$ cat src/rtl/mgmt_pkg.sv
package mgmt_pkg;
    typedef enum logic [1:0] {
        SEL_CFG   = 2'd0,
        SEL_CMD   = 2'd1,
        SEL_ADDR  = 2'd2,
        SEL_WDATA = 2'd3
    } sel_e;

    typedef enum logic [2:0] {
        ST_IDLE,
        ST_PREAMBLE,
        ST_HEADER,
        ST_TURN,
        ST_DATA
    } st_e;

    localparam int HALF_W = 4;

    // half of the mdc period, in host clocks, for each divide code
    function automatic logic [HALF_W-1:0] half_of(input logic [2:0] code);
        logic [HALF_W-1:0] h;
        unique case (code)
            3'd0, 3'd1: h = 4'd2;
            3'd2:       h = 4'd3;
            3'd3:       h = 4'd4;
            3'd4:       h = 4'd5;
            3'd5:       h = 4'd7;
            3'd6:       h = 4'd10;
            default:    h = 4'd14;
        endcase
        return h;
    endfunction
endpackage

$ cat src/rtl/mdc_gen.sv
module mdc_gen #(
    parameter int HALF_W = 4
) (
    input  logic              clk,
    input  logic              rst_n,
    input  logic              en,
    input  logic [HALF_W-1:0] half,
    output logic              mdc,
    output logic              rise,
    output logic              fall
);
    logic [HALF_W-1:0] cnt_q;
    logic              wrap;

    assign wrap = en && (cnt_q == half - HALF_W'(1));
    assign rise = wrap && !mdc;
    assign fall = wrap && mdc;

    always_ff @(posedge clk or negedge rst_n) begin
        if (!rst_n) begin
            cnt_q <= '0;
            mdc   <= 1'b0;
        end else if (!en) begin
            cnt_q <= '0;
            mdc   <= 1'b0;
        end else if (wrap) begin
            cnt_q <= '0;
            mdc   <= !mdc;
        end else begin
            cnt_q <= cnt_q + HALF_W'(1);
        end
    end
endmodule

$ cat src/rtl/frame_engine.sv
module frame_engine
    import mgmt_pkg::*;
#(
    parameter int PRE_LEN = 32,
    parameter int ADDR_W  = 5,
    parameter int DATA_W  = 16
) (
    input  logic              clk,
    input  logic              rst_n,
    input  logic              start,
    input  logic              start_rd,
    input  logic [ADDR_W-1:0] phy,
    input  logic [ADDR_W-1:0] regn,
    input  logic [DATA_W-1:0] wdata,
    input  logic              rise,
    input  logic              fall,
    input  logic              mdio_i,
    output logic              busy,
    output logic              mdio_o,
    output logic              mdio_oe,
    output logic [DATA_W-1:0] rd_data
);
    localparam int FRAME_LEN = PRE_LEN + 6 + 2 * ADDR_W + DATA_W;
    localparam int CNT_W     = $clog2(FRAME_LEN);
    localparam int LAST      = FRAME_LEN - 1;
    localparam int HDR_LAST  = PRE_LEN + 4 + 2 * ADDR_W - 1;
    localparam int TA_LAST   = HDR_LAST + 2;

    st_e                  state_q, state_d;
    logic [CNT_W-1:0]     bit_q;
    logic [FRAME_LEN-1:0] sr_q, frame;
    logic [DATA_W-1:0]    rx_q;
    logic                 rd_q;

    assign frame = {{PRE_LEN{1'b1}}, 2'b01, (start_rd ? 2'b10 : 2'b01),
                    phy, regn, 2'b10, (start_rd ? {DATA_W{1'b0}} : wdata)};
    assign busy  = (state_q != ST_IDLE);

    always_comb begin
        state_d = state_q;
        unique case (state_q)
            ST_IDLE:     if (start) state_d = ST_PREAMBLE;
            ST_PREAMBLE: if (fall && bit_q == CNT_W'(PRE_LEN - 1)) state_d = ST_HEADER;
            ST_HEADER:   if (fall && bit_q == CNT_W'(HDR_LAST)) state_d = ST_TURN;
            ST_TURN:     if (fall && bit_q == CNT_W'(TA_LAST)) state_d = ST_DATA;
            ST_DATA:     if (fall && bit_q == CNT_W'(LAST)) state_d = ST_IDLE;
            default:     state_d = ST_IDLE;
        endcase
    end

    always_ff @(posedge clk or negedge rst_n) begin
        if (!rst_n) state_q <= ST_IDLE;
        else        state_q <= state_d;
    end

    always_ff @(posedge clk or negedge rst_n) begin
        if (!rst_n) begin
            bit_q   <= '0;
            sr_q    <= '0;
            rx_q    <= '0;
            rd_q    <= 1'b0;
            mdio_o  <= 1'b1;
            mdio_oe <= 1'b0;
            rd_data <= '0;
        end else if (state_q == ST_IDLE) begin
            if (start) begin
                sr_q    <= frame;
                bit_q   <= '0;
                rd_q    <= start_rd;
                rx_q    <= '0;
                mdio_o  <= frame[LAST];
                mdio_oe <= 1'b1;
            end
        end else begin
            if (rise && rd_q && state_q == ST_DATA)
                rx_q <= {rx_q[DATA_W-2:0], mdio_i};
            if (fall) begin
                if (state_d == ST_IDLE) begin
                    mdio_o  <= 1'b1;
                    mdio_oe <= 1'b0;
                    if (rd_q) rd_data <= rx_q;
                end else begin
                    bit_q   <= bit_q + CNT_W'(1);
                    sr_q    <= sr_q << 1;
                    mdio_o  <= sr_q[LAST-1];
                    mdio_oe <= !(rd_q && (state_d == ST_TURN || state_d == ST_DATA));
                end
            end
        end
    end
endmodule

$ cat src/rtl/mgmt_station.sv
module mgmt_station
    import mgmt_pkg::*;
#(
    parameter int PRE_LEN = 32,
    parameter int ADDR_W  = 5,
    parameter int DATA_W  = 16
) (
    input  logic              clk,
    input  logic              rst_n,
    input  logic              reg_wr,
    input  logic [1:0]        reg_sel,
    input  logic [DATA_W-1:0] reg_wdata,
    output logic              busy,
    output logic [DATA_W-1:0] rd_data,
    output logic              mdc,
    output logic              mdio_o,
    output logic              mdio_oe,
    input  logic              mdio_i
);
    localparam int PHY_LSB = 8;
    localparam int DIV_LSB = 2;

    logic [2:0]        div_q;
    logic              cmd_q;
    logic [ADDR_W-1:0] phy_q, regn_q;
    logic              start_rd, start_wr, rise, fall;

    assign start_rd = reg_wr && (reg_sel == SEL_CMD) && reg_wdata[0] && !cmd_q && !busy;
    assign start_wr = reg_wr && (reg_sel == SEL_WDATA) && !busy;

    always_ff @(posedge clk or negedge rst_n) begin
        if (!rst_n) begin
            div_q  <= 3'd7;
            cmd_q  <= 1'b0;
            phy_q  <= '0;
            regn_q <= '0;
        end else if (reg_wr) begin
            unique case (reg_sel)
                SEL_CFG:  div_q <= reg_wdata[DIV_LSB +: 3];
                SEL_CMD:  cmd_q <= reg_wdata[0];
                SEL_ADDR: if (!busy) begin
                    phy_q  <= reg_wdata[PHY_LSB +: ADDR_W];
                    regn_q <= reg_wdata[0 +: ADDR_W];
                end
                default: ;
            endcase
        end
    end

    mdc_gen #(.HALF_W(HALF_W)) u_mdc (
        .clk  (clk),
        .rst_n(rst_n),
        .en   (busy),
        .half (half_of(div_q)),
        .mdc  (mdc),
        .rise (rise),
        .fall (fall)
    );

    frame_engine #(.PRE_LEN(PRE_LEN), .ADDR_W(ADDR_W), .DATA_W(DATA_W)) u_eng (
        .clk     (clk),
        .rst_n   (rst_n),
        .start   (start_rd || start_wr),
        .start_rd(start_rd),
        .phy     (phy_q),
        .regn    (regn_q),
        .wdata   (reg_wdata),
        .rise    (rise),
        .fall    (fall),
        .mdio_i  (mdio_i),
        .busy    (busy),
        .mdio_o  (mdio_o),
        .mdio_oe (mdio_oe),
        .rd_data (rd_data)
    );
endmodule

$ cat config.mk
export PLATFORM = sky130hd
export DESIGN_NAME = mgmt_station
export DESIGN_NICKNAME = d
export VERILOG_FILES = /design/src/rtl/mgmt_pkg.sv /design/src/rtl/mdc_gen.sv /design/src/rtl/frame_engine.sv /design/src/rtl/mgmt_station.sv
export SDC_FILE = /design/constraint.sdc
export NUM_CORES = 1
export LEC_CHECK = 0
export ABC_AREA = 1
export CAP_MARGIN = 20
export CORE_ASPECT_RATIO = 1.1
export CORE_MARGIN = 3
export CORE_UTILIZATION = 30
export DETAILED_ROUTE_END_ITERATION = 16
export DONT_BUFFER_PORTS = 1
export PLACE_DENSITY = 0.43
export SLEW_MARGIN = 20
export SYNTH_ARGS = -nofsm -noshare
export SYNTH_HDL_FRONTEND = slang
export SYNTH_SLANG_ARGS = --single-unit
$ cat constraint.sdc
create_clock -name clk -period 4.2 [get_ports clk]
set_input_delay 0.63 -clock clk [delete_from_list [all_inputs] [get_ports clk]]
set_output_delay 0.63 -clock clk [all_outputs]
set_load 0.01 [all_outputs]
After elaboration in Yosys (flattened, before gate mapping)

Cells that the tools add are included.
W data, S select, Z words.

Bits in registers: 126
Input bits: 22
Output and inout port bits: 20
Logic and storage cells: 111

$add $sub $neg: 3
Equality and inequality tests: 23
Mux-type cells: 31
Bitwise gates (word level): 2
Reduce and logical (&&, ||, !) cells: 38

Operator list:

| operator              | number |
|---|---|
| $mux W63              | 4 |
| $mux W16              | 4 |
| $mux W6               | 4 |
| $pmux W4 S6           | 1 |
| $eq A6 B6 Y1 const B  | 3 |
| $logic_and A1 B1 Y1   | 16 |
| $eq A3 B2 Y1 const B  | 5 |
| $eq A3 B3 Y1 const B  | 5 |
| $mux W3               | 5 |
| $pmux W3 S5           | 1 |
| $reduce_and A2 Y1     | 5 |
| $logic_not A3 Y1      | 3 |
| $mux W1               | 9 |
| $mux W4               | 2 |
| $add A6 B1 Y6 const B | 1 |
| $eq A3 B1 Y1 const B  | 2 |
| $eq A6 B5 Y1 const B  | 1 |
| $ne A2 B1 Y1 const B  | 3 |
| $reduce_and A3 Y1     | 2 |
| $add A4 B1 Y4 const B | 1 |
| $eq A2 B2 Y1 const B  | 2 |
| $eq A4 B4 Y1          | 1 |
| $logic_not A1 Y1      | 4 |
| $reduce_and A4 Y1     | 1 |
| 9 further kinds       | 12 |

Logic depth before layout (Yosys ltp)

Gate-level depths: netlist of run 1.

Word-level depth: 17
Gate-level depth with buffers: 26

By module

From an unflattened synthesis of run 1, not the netlist that was laid out.

Cell total of the unflattened synthesis: 648
Area total of the unflattened synthesis: 5665.4 um2

By module, submodules not included:

| module       | instances | cells each | area an instance (um2) | seq. area each (um2) |
|---|---|---|---|---|
| frame_engine | 1         | 512        | 4639.4                 | 2678.8 |
| mgmt_station | 1         | 84         | 666.9                  | 354.1 |
| mdc_gen      | 1         | 52         | 359.1                  | 125.1 |

Least setup slack after synthesis of run 1

OpenSTA, ideal clock, no wires.

Path kind: flip-flop to flip-flop
Start point: register div_q[1]
End point: register u_eng.bit_q[5]
Data arrival time: 2.667 ns
Slack: 1.416 ns
Stages on the path, launching flop included: 24
Clock period less this slack: 2.784 ns
Cells stage by stage: dfstp_2 > inv_2 > nor2_1 > nand2_1 > nand2_1 > inv_1 > ha_1 > xnor2_1 > nor2_1 > nand2_1 > nor2_4 > nand2_2 > nor2_4 > nand2_1 > nand2_1 > nand2_1 > o21ai_2 > nand2_4 > nand2_4 > nand2_2 > buf_6 > buf_4 > nand2_1 > nand2_1

Word-level cells in the longest chain between the ends: 13

RTL lines:

| element                                                 | line               | text |
|---|---|---|
| start, declared                                         | mgmt_station.sv:23 | `logic [2:0] div_q;` |
| start signal, assigned                                  | mgmt_station.sv:39 | `SEL_CFG: div_q <= reg_wdata[DIV_LSB +: 3];` |
| $eq A3 B1 Y1 / $logic_not A3 Y1 (equally long branches) | mgmt_pkg.sv:22     | `unique case (code)` |
| $reduce_or A2 Y1                                        | mgmt_pkg.sv:22     |  |
| $pmux W4 S6 *                                           | mgmt_pkg.sv:22     |  |
| $sub A4 B1 Y4 *                                         | mdc_gen.sv:15      | `assign wrap = en && (cnt_q == half - HALF_W'(1));` |
| $eq A4 B4 Y1 *                                          | mdc_gen.sv:15      |  |
| $logic_and A1 B1 Y1 *                                   | mdc_gen.sv:15      |  |
| $logic_and A1 B1 Y1 *                                   | mdc_gen.sv:17      | `assign fall = wrap && mdc;` |
| $logic_and A1 B1 Y1 (on tied branches)                  | -                  |  |
| $mux W3 (on tied branches)                              | -                  |  |
| $pmux W3 S5                                             | frame_engine.sv:41 | `unique case (state_q)` |
| $logic_not A3 Y1                                        | frame_engine.sv:78 | `if (state_d == ST_IDLE) begin` |
| $ne A2 B1 Y1 (no source line)                           | -                  |  |
| $reduce_and A3 Y1 (no source line) *                    | -                  |  |
| end signal, assigned                                    | frame_engine.sv:83 | `bit_q <= bit_q + CNT_W'(1);` |
| end, declared                                           | frame_engine.sv:30 | `logic [CNT_W-1:0] bit_q;` |

Mark *: on every way between the ends. The rest lies on a longest branch, timed or not.
A chain may end at the register's enable or synchronous reset.

Worst setup path after layout of run 1

Start point: register div_q[1]
End point: register u_eng.sr_q[9]

Word-level cells in the longest chain between the ends: 13

RTL lines:

| element                                                 | line               | text |
|---|---|---|
| $eq A3 B1 Y1 / $logic_not A3 Y1 (equally long branches) | mgmt_pkg.sv:22     |  |
| $reduce_or A2 Y1                                        | mgmt_pkg.sv:22     |  |
| $pmux W4 S6 *                                           | mgmt_pkg.sv:22     |  |
| $sub A4 B1 Y4 *                                         | mdc_gen.sv:15      |  |
| $eq A4 B4 Y1 *                                          | mdc_gen.sv:15      |  |
| $logic_and A1 B1 Y1 *                                   | mdc_gen.sv:15      |  |
| $logic_and A1 B1 Y1 *                                   | mdc_gen.sv:17      |  |
| $logic_and A1 B1 Y1 (on tied branches)                  | -                  |  |
| $mux W3 (on tied branches)                              | -                  |  |
| $pmux W3 S5                                             | frame_engine.sv:41 |  |
| $logic_not A3 Y1                                        | frame_engine.sv:78 |  |
| $ne A2 B1 Y1 (no source line)                           | -                  |  |
| $reduce_and A3 Y1 (no source line) *                    | -                  |  |
| end signal, assigned                                    | frame_engine.sv:67 | `sr_q <= frame;` |
| end signal, assigned                                    | frame_engine.sv:84 | `sr_q <= sr_q << 1;` |
| end, declared                                           | frame_engine.sv:31 | `logic [FRAME_LEN-1:0] sr_q, frame;` |

Marks and branches as above.

==> reports/metrics.csv, run 1 <==
stage,metric,value,unit
placement,post-DP HPWL,8110,um
drt,Vias per Instance,4.75,
sta,Final Hold Slack,0.0549,ns
global_route,antenna violations before repair,0,
sta,setup TNS,0,ns
clock_tree,CTS Sinks,126,
finish,Area growth syn-to-layout,13.4,%
flow_run,Max Cap Violations,0,
pwr,Peak VDD IR,266,uV
global_route,wire length of the first global-routing pass,24200,um
worst_hold_path,worst hold path type,input pin to async pin,
worst_setup_path,worst-path maximum fanout,69,
worst_setup_path,crit path capture,u_eng.sr_q[9],
clock_tree,H-tree depth,4,
worst_setup_path,Setup crit start,div_q[1],
sta,relative slew slack,0.499,
drt,DR DRC count,0,
yosys,"FFs w/ async S/R, synth",1.00,
clock_tree,Worst-path clk slew,0.06,ns
sta,fmax,0.293,GHz
floorplan,Core ar.,19400,um2
sta,unrepaired setup endpoints after global routing,no,
yosys,Mapped Avg Cell Area,7.93,um2
yosys,syn nets,788,
worst_setup_path,RR Startpoint,div_q[1],
finish,Antenna Diode Count,0,
yosys,most used flip-flop cell after synthesis,dfrtp_1,
finish,share of cells above drive strength 1,0.125,
clock_tree,CTS tree,yes,
clock_tree,root buf cell,clkbuf_16,
worst_setup_path,CP Launch Type,register,
drt,Routed Antenna Nets,0,
placement,Routability Congestion,0.767,
clock_tree,post-CTS setup buffers,0,
drt,1st-iter DRT viols,300,
clock_tree,CTS buffer count,17,
pwr,Leakage Power,3.80,nW
worst_setup_path,endpoint class of the critical path,register,
placement,PortBufs,0,
worst_setup_path,Crit Path Class,register to register,
sta,fin crit period,3.41,ns
drt,Wirelength per Cell,13.7,um
sta,Final Hold Fails,0,
global_route,total grt overflow,0,
worst_setup_path,R2R Path End,u_eng.sr_q[9],
yosys,"area leader, netlist",dfrtp_1,
clock_tree,worst-skew pair later-pin latency,0.41,ns
sta,final setup violation count,0,
sta,Worst Slack Setup Final,0.786,ns
worst_setup_path,Worst Path Arrival,3.76,ns
sta,measured slew at the worst slew-check pin,0.752,ns
yosys,Area contributors post-synth,"dfrtp_1 51%, nand2_1 18%, nand3_1 11%",
clock_tree,Longest Clk Path Bufs,2,
yosys,Synth cell types,29,
drt,Pre-antenna DRT Iters,4,
placement,DP Worst Slack,0.827,ns
worst_setup_path,R2R setup slack,0.79,ns
yosys,post-synth top area share,0.505,
yosys,Syn Inst Count,762,
drt,via count,4792,
floorplan,die height,155,um
sta,Setup Skew,0.00637,ns
clock_tree,post-cts resize count,0,
floorplan,Die ar.,21900,um2
worst_setup_path,R2R depth,21,
global_route,gr usage total,0.135,
placement,Placed Area,6230,um2
drt,WL final,13800,um
pwr,pwr dens,469,nW/um2
global_route,largest net degree at the start of global routing,123,
worst_setup_path,CP required,4.55,ns
yosys,synthesis-stage register bit count,126,
floorplan,Ports,42,
floorplan,Starting Density,0.311,
global_route,vias in the first global route,4904,
floorplan,DIE WIDTH,141,um
yosys,YS warnings,0,
yosys,number of synthesized flops with an enable pin,0,
sta,period utilisation layout,0.813,
finish,Nets,775,
status,outcome,completed,
floorplan,row count,53,
sta,final max-slew violation count,0,
yosys,"Seq/Total Area, Yosys",0.522,
finish,post-route cell area,6850,um2
yosys,Netlist Area Pre-Place,6040,um2
-- cells by family after synthesis --
| kind of cell | count (synthesis) | synth area share |
|---|---|---|
| buffers and inverters | 82 | 0.0594 |
| XOR/XNOR | 6 | 0.00870 |
| AND/OR/NAND/NOR | 513 | 0.374 |
| adder cells (fa/ha/maj) | 4 | 0.00828 |
| flip-flops | 126 | 0.522 |
| AO/OA/AOI/OAI | 31 | 0.0267 |
-- layer usage --
metal  vias to the layer above  track usage  routed length, um
li1                       2406            -                  -
met1                      2300        0.176               6770
met2                        70        0.221               6400
met3                        16       0.0332                441
met4                         0       0.0448                185
met5                         -            0                  0
-- worst max-delay path: stages, from the launching register on --
cell and delay [ns]:
dfstp_2 0.60, inv_2 0.05, nor2_1 0.08, nand2_1 0.07, nand2_1 0.08, inv_1 0.05, ha_1 0.29, xnor2_1 0.13
nor2_1 0.09, nand2_1 0.12, nor2_4 0.14, nand2_2 0.09, nor2_4 0.20, nand2_1 0.08, nand2_1 0.06, nand2_1 0.06
o21ai_2 0.09, nand2_4 0.11, nand2_4 0.07, buf_4 0.57, nand3_1 0.15, nand2_1 0.11
-- timing repair --
action	4_1_cts	5_1_grt
setup endpoints to repair	0	0
hold buffers	1	0
hold endpoints to repair	122	0
-- cell type report --
cell class	instances	area [um2]
Multi-Input combinational cell	554	2530
Fill cell	2043	12600
Clock inverter	15	171
Tap cell	247	309
Inverter	40	150
Timing Repair Buffer	10	108
Clock buffer	17	425
Sequential cell	126	3160
-- cells in the mapped netlist (7+ instances only) --
cell / count
buf_2: 11
clkbuf_1: 21
dfrtp_1: 122
inv_1: 36
nand2_1: 290
nand3_1: 137
nand4_1: 7
nor2_1: 30
o21ai_0: 26
or2_2: 33
-- metrics by stage --
stage	util	std cells	total power, mW
finish	0.353	1009	3.21
global route	0.353	1009	3.38
CTS	0.353	1009	3.27
detailed placement	0.320	976	1.73
global placement	0.320	976	1.72
floorplan	-	762	1.65
-- layout by cell type (no fill, tap or decap), types with 3 or more instances in the layout --
| cell type | synthesis | layout |
|---|---|---|
| ha_1 | 4 | 4 |
| clkinv_2 | 0 | 5 |
| dfstp_2 | 4 | 4 |
| nand2_1 | 290 | 289 |
| nor2_4 | 3 | 3 |
| clkinvlp_4 | 0 | 4 |
| inv_1 | 36 | 36 |
| a21oi_1 | 3 | 3 |
| dfrtp_1 | 122 | 122 |
| bufinv_16 | 0 | 3 |
| nand3_1 | 137 | 137 |
| o21ai_0 | 26 | 26 |
| or2_2 | 33 | 33 |
| inv_2 | 4 | 4 |
| nand2_2 | 4 | 5 |
| clkbuf_16 | 0 | 17 |
| buf_4 | 4 | 8 |
| nand4_1 | 7 | 7 |
| xnor2_1 | 3 | 3 |
| nor2_1 | 30 | 30 |
| xor2_1 | 3 | 3 |
-- flip-flops by register name (all words and copies together) (netlist names) --
signal         count
u_mdc.cnt_q        4
u_eng.mdio_oe      1
u_eng.rx_q        16
u_eng.state_q      3
u_eng.mdio_o       1
u_eng.bit_q        6
u_eng.rd_data     16
regn_q             5
u_mdc.mdc          1
u_eng.rd_q         1
phy_q              5
cmd_q              1
div_q              3
u_eng.sr_q        63
-- report_power, final --
part | internal [mW] | switching [mW] | total (mW)
logic | 0.123 | 0.260 | 0.384
clock network | 0.929 | 0.555 | 1.48
registers | 1.27 | 0.0716 | 1.34
total | 2.32 | 0.887 | 3.21
-- worst min-delay path by stage --
stage               startpoint              to  slack [ns]  depth (start not counted)
global placement         rst_n  u_mdc.cnt_q[1]        0.34                          0
finish                   rst_n        div_q[1]        0.05                          0
CTS                      rst_n        div_q[1]        0.03                          0
global route             rst_n        div_q[0]        0.03                          0
detailed placement       rst_n  u_mdc.cnt_q[1]        0.34                          0
floorplan                rst_n           cmd_q        0.33                          0
(Power assumes the default switching activity.)
==> run 2: changes to the inputs <==
clock period = 3.5 ns   (was 4.2 ns; I/O delays follow)
==> reports/metrics.csv, run 2 (synthesis results as in run 1) <==
stage,metric,value,unit,change
status,outcome,completed,,
global_route,total grt overflow,0,,unchanged
drt,Wirelength per Cell,13.8,um,+1.1%
finish,Util after Layout,0.356,,+0.00386
placement,PortBufs,0,,unchanged
worst_setup_path,RR Startpoint,div_q[1],,
pwr,Leakage Power,3.84,nW,+1.2%
worst_setup_path,CP Launch Type,register,,
pwr,share of power burned in registers,0.409,,-0.009
global_route,gr usage total,0.134,,-0.00123
sta,period utilisation layout,0.908,,+0.0950
drt,via count,4814,,+0.46%
global_route,wire length of the first global-routing pass,24100,um,-0.48%
sta,Final Hold Slack,0.0762,ns,+0.0213 ns
sta,final setup violation count,0,,unchanged
sta,Worst Slack Setup Final,0.322,ns,-0.464 ns
pwr,Pint,2.83,mW,+22%
pwr,sw frac,0.283,,+0.00680
sta,final max-slew violation count,0,,unchanged
global_route,GR Util met3,0.0366,,+0.00338
finish,Finished Layout Cells,1011,,+0.20%
finish,most frequent cells in the layout,"289 x nand2_1, 137 x nand3_1, 122 x dfrtp_1",,
floorplan,Ports,42,,unchanged
global_route,met1 usage,0.177,,+0.000298
placement,Routability Congestion,0.788,,+2.7%
worst_hold_path,worst hold path type,input pin to async pin,,
worst_setup_path,Worst Path Arrival,3.49,ns,-0.27 ns
placement,DP Worst Slack,0.268,ns,-0.559 ns
finish,Area growth syn-to-layout,14.6,%,
clock_tree,Worst-path clk slew,0.06,ns,about the same
global_route,GRT busiest layer,met2,,
worst_setup_path,worst-path maximum fanout,33,,-52%
sta,Setup Skew,0.00991,ns,+0.00354 ns
worst_setup_path,Setup crit start,div_q[1],,
pwr,Peak VDD IR,316,uV,+19%
floorplan,DIE WIDTH,141,um,unchanged
floorplan,row count,53,,unchanged
clock_tree,CTS Sinks,126,,unchanged
finish,share of cells above drive strength 1,0.127,,+0.00229
finish,Antenna Diode Count,0,,unchanged
worst_setup_path,CP required,3.81,ns,-0.74 ns
worst_setup_path,R2R setup slack,0.32,ns,-0.46 ns
clock_tree,CTS tree,yes,,
global_route,met2 Use GR,0.214,,-0.00704
clock_tree,root buf cell,clkbuf_16,,
finish,Reg with most FFs,u_eng.sr_q,,
worst_setup_path,crit path capture,u_eng.sr_q[6],,
finish,top flop regs,"u_eng.sr_q (63), u_eng.rd_data (16), u_eng.rx_q (16)",,
sta,measured slew at the worst slew-check pin,0.827,ns,+0.0752 ns
worst_setup_path,R2R depth,20,,-4.8%
global_route,vias in the first global route,4910,,+0.12%
clock_tree,Longest Clk Path Bufs,2,,unchanged
drt,Pre-antenna DRT Iters,7,,+3
clock_tree,worst-skew pair later-pin latency,0.42,ns,about the same
placement,post-DP HPWL,8200,um,+1.1%
drt,Routed Antenna Nets,0,,unchanged
finish,max reg flops,63,,unchanged
global_route,largest net degree at the start of global routing,127,,+3.3%
sta,relative slew slack,0.447,,-0.0518
drt,DR DRC count,0,,unchanged
worst_setup_path,R2R Path End,u_eng.sr_q[6],,
finish,Nets,777,,+0.26%
drt,1st-iter DRT viols,244,,-19%
floorplan,Starting Density,0.311,,unchanged
clock_tree,H-tree depth,4,,unchanged
sta,fin crit period,3.18,ns,-0.236 ns
sta,Final Hold Fails,0,,unchanged
pwr,pwr dens,569,nW/um2,+21%
pwr,Switch Pwr,1.12,mW,+26%
worst_setup_path,endpoint class of the critical path,register,,
pwr,Comb pwr share,0.126,,+0.007
global_route,antenna violations before repair,0,,unchanged
worst_setup_path,Crit Path Class,register to register,,
drt,WL final,14000,um,+1.3%
placement,dpl cells,976,,unchanged
floorplan,die height,155,um,unchanged
floorplan,Core ar.,19400,um2,unchanged
pwr,clock power share,0.465,,+0.003
drt,Vias per Instance,4.76,,+0.26%
sta,fmax,0.315,GHz,+7.4%
floorplan,Die ar.,21900,um2,unchanged
clock_tree,CTS buffer count,17,,unchanged
finish,"commonest non-fill, non-tap cell in the layout",nand2_1,,
flow_run,Max Cap Violations,0,,unchanged
run 2: cell count changes in the layout (fill, tap and decap cells not counted):
cell and delta:
buf_12 +1, clkbuf_16 +1, clkinv_2 -4, clkinv_4 +3, clkinvlp_4 -1, inv_6 +2
nand2_2 -1, nand2_8 +1
run 2: how the worst min path moves through the flow:
stage	endpoint	cells after the start
after floorplan	cmd_q	0
after global placement	u_mdc.cnt_q[3]	0
after detailed placement	u_mdc.cnt_q[0]	0
after CTS	u_mdc.cnt_q[0]	1
after global routing	u_mdc.cnt_q[0]	1
final	u_mdc.cnt_q[0]	1
run 2: area by class of cell:
class | count | area, um2
multi-input cells | 554 | 2540
clock buffers | 17 | 425
inverters | 40 | 150
repair buffers | 12 | 153
fillers | 2015 | 12500
flip-flops and latches | 126 | 3160
clock inverters | 15 | 188
well taps | 247 | 309
run 2: timing repair:
action / CTS / global route
hold endpoints to repair: 126 / 0
hold buffers: 1 / 0
endpoints found under the setup margin: 0 / 81
buffers inserted: 0 / 1
resized for setup: 0 / 2
run 2: worst max-delay path, stage by stage, from the launching register on:
cell and delay (ns):
dfstp_2 0.59, inv_2 0.05, nor2_1 0.09, nand2_1 0.08
nand2_1 0.09, inv_1 0.05, ha_1 0.29, xnor2_1 0.13
nor2_1 0.09, nand2_1 0.11, nor2_4 0.14, nand4_1 0.09
nand2_1 0.12, nand3_1 0.15, nor2_2 0.19, nand2_4 0.12
nand2_8 0.15, nand2_2 0.12, clkbuf_16 0.26, nand2_1 0.08
nand2_1 0.05
run 2: metal layers:
layer	vias up	share of wire	wire (um)
li1	2406	-	-
met4	0	0.013	180
met2	69	0.47	6520
met1	2325	0.49	6810
met3	14	0.033	461
met5	-	0	0
run 2: power by group through the flow:
stage	clock, mW	combinational, mW	sequential [mW]
floorplan	0	0.372	1.61
global placement	0	0.438	1.63
detailed placement	0	0.446	1.64
CTS	1.89	0.480	1.61
global route	1.95	0.572	1.62
finish	1.83	0.497	1.61
run 2: stage by stage:
step | instance area [um2] | TNS (ns) | total power [mW]
floorplan | 6040 | 0 | 1.98
global placement | 6240 | 0 | 2.07
detailed placement | 6240 | 0 | 2.08
CTS | 6880 | 0 | 3.98
global route | 6930 | -0.00475 | 4.14
finish | 6930 | 0 | 3.94
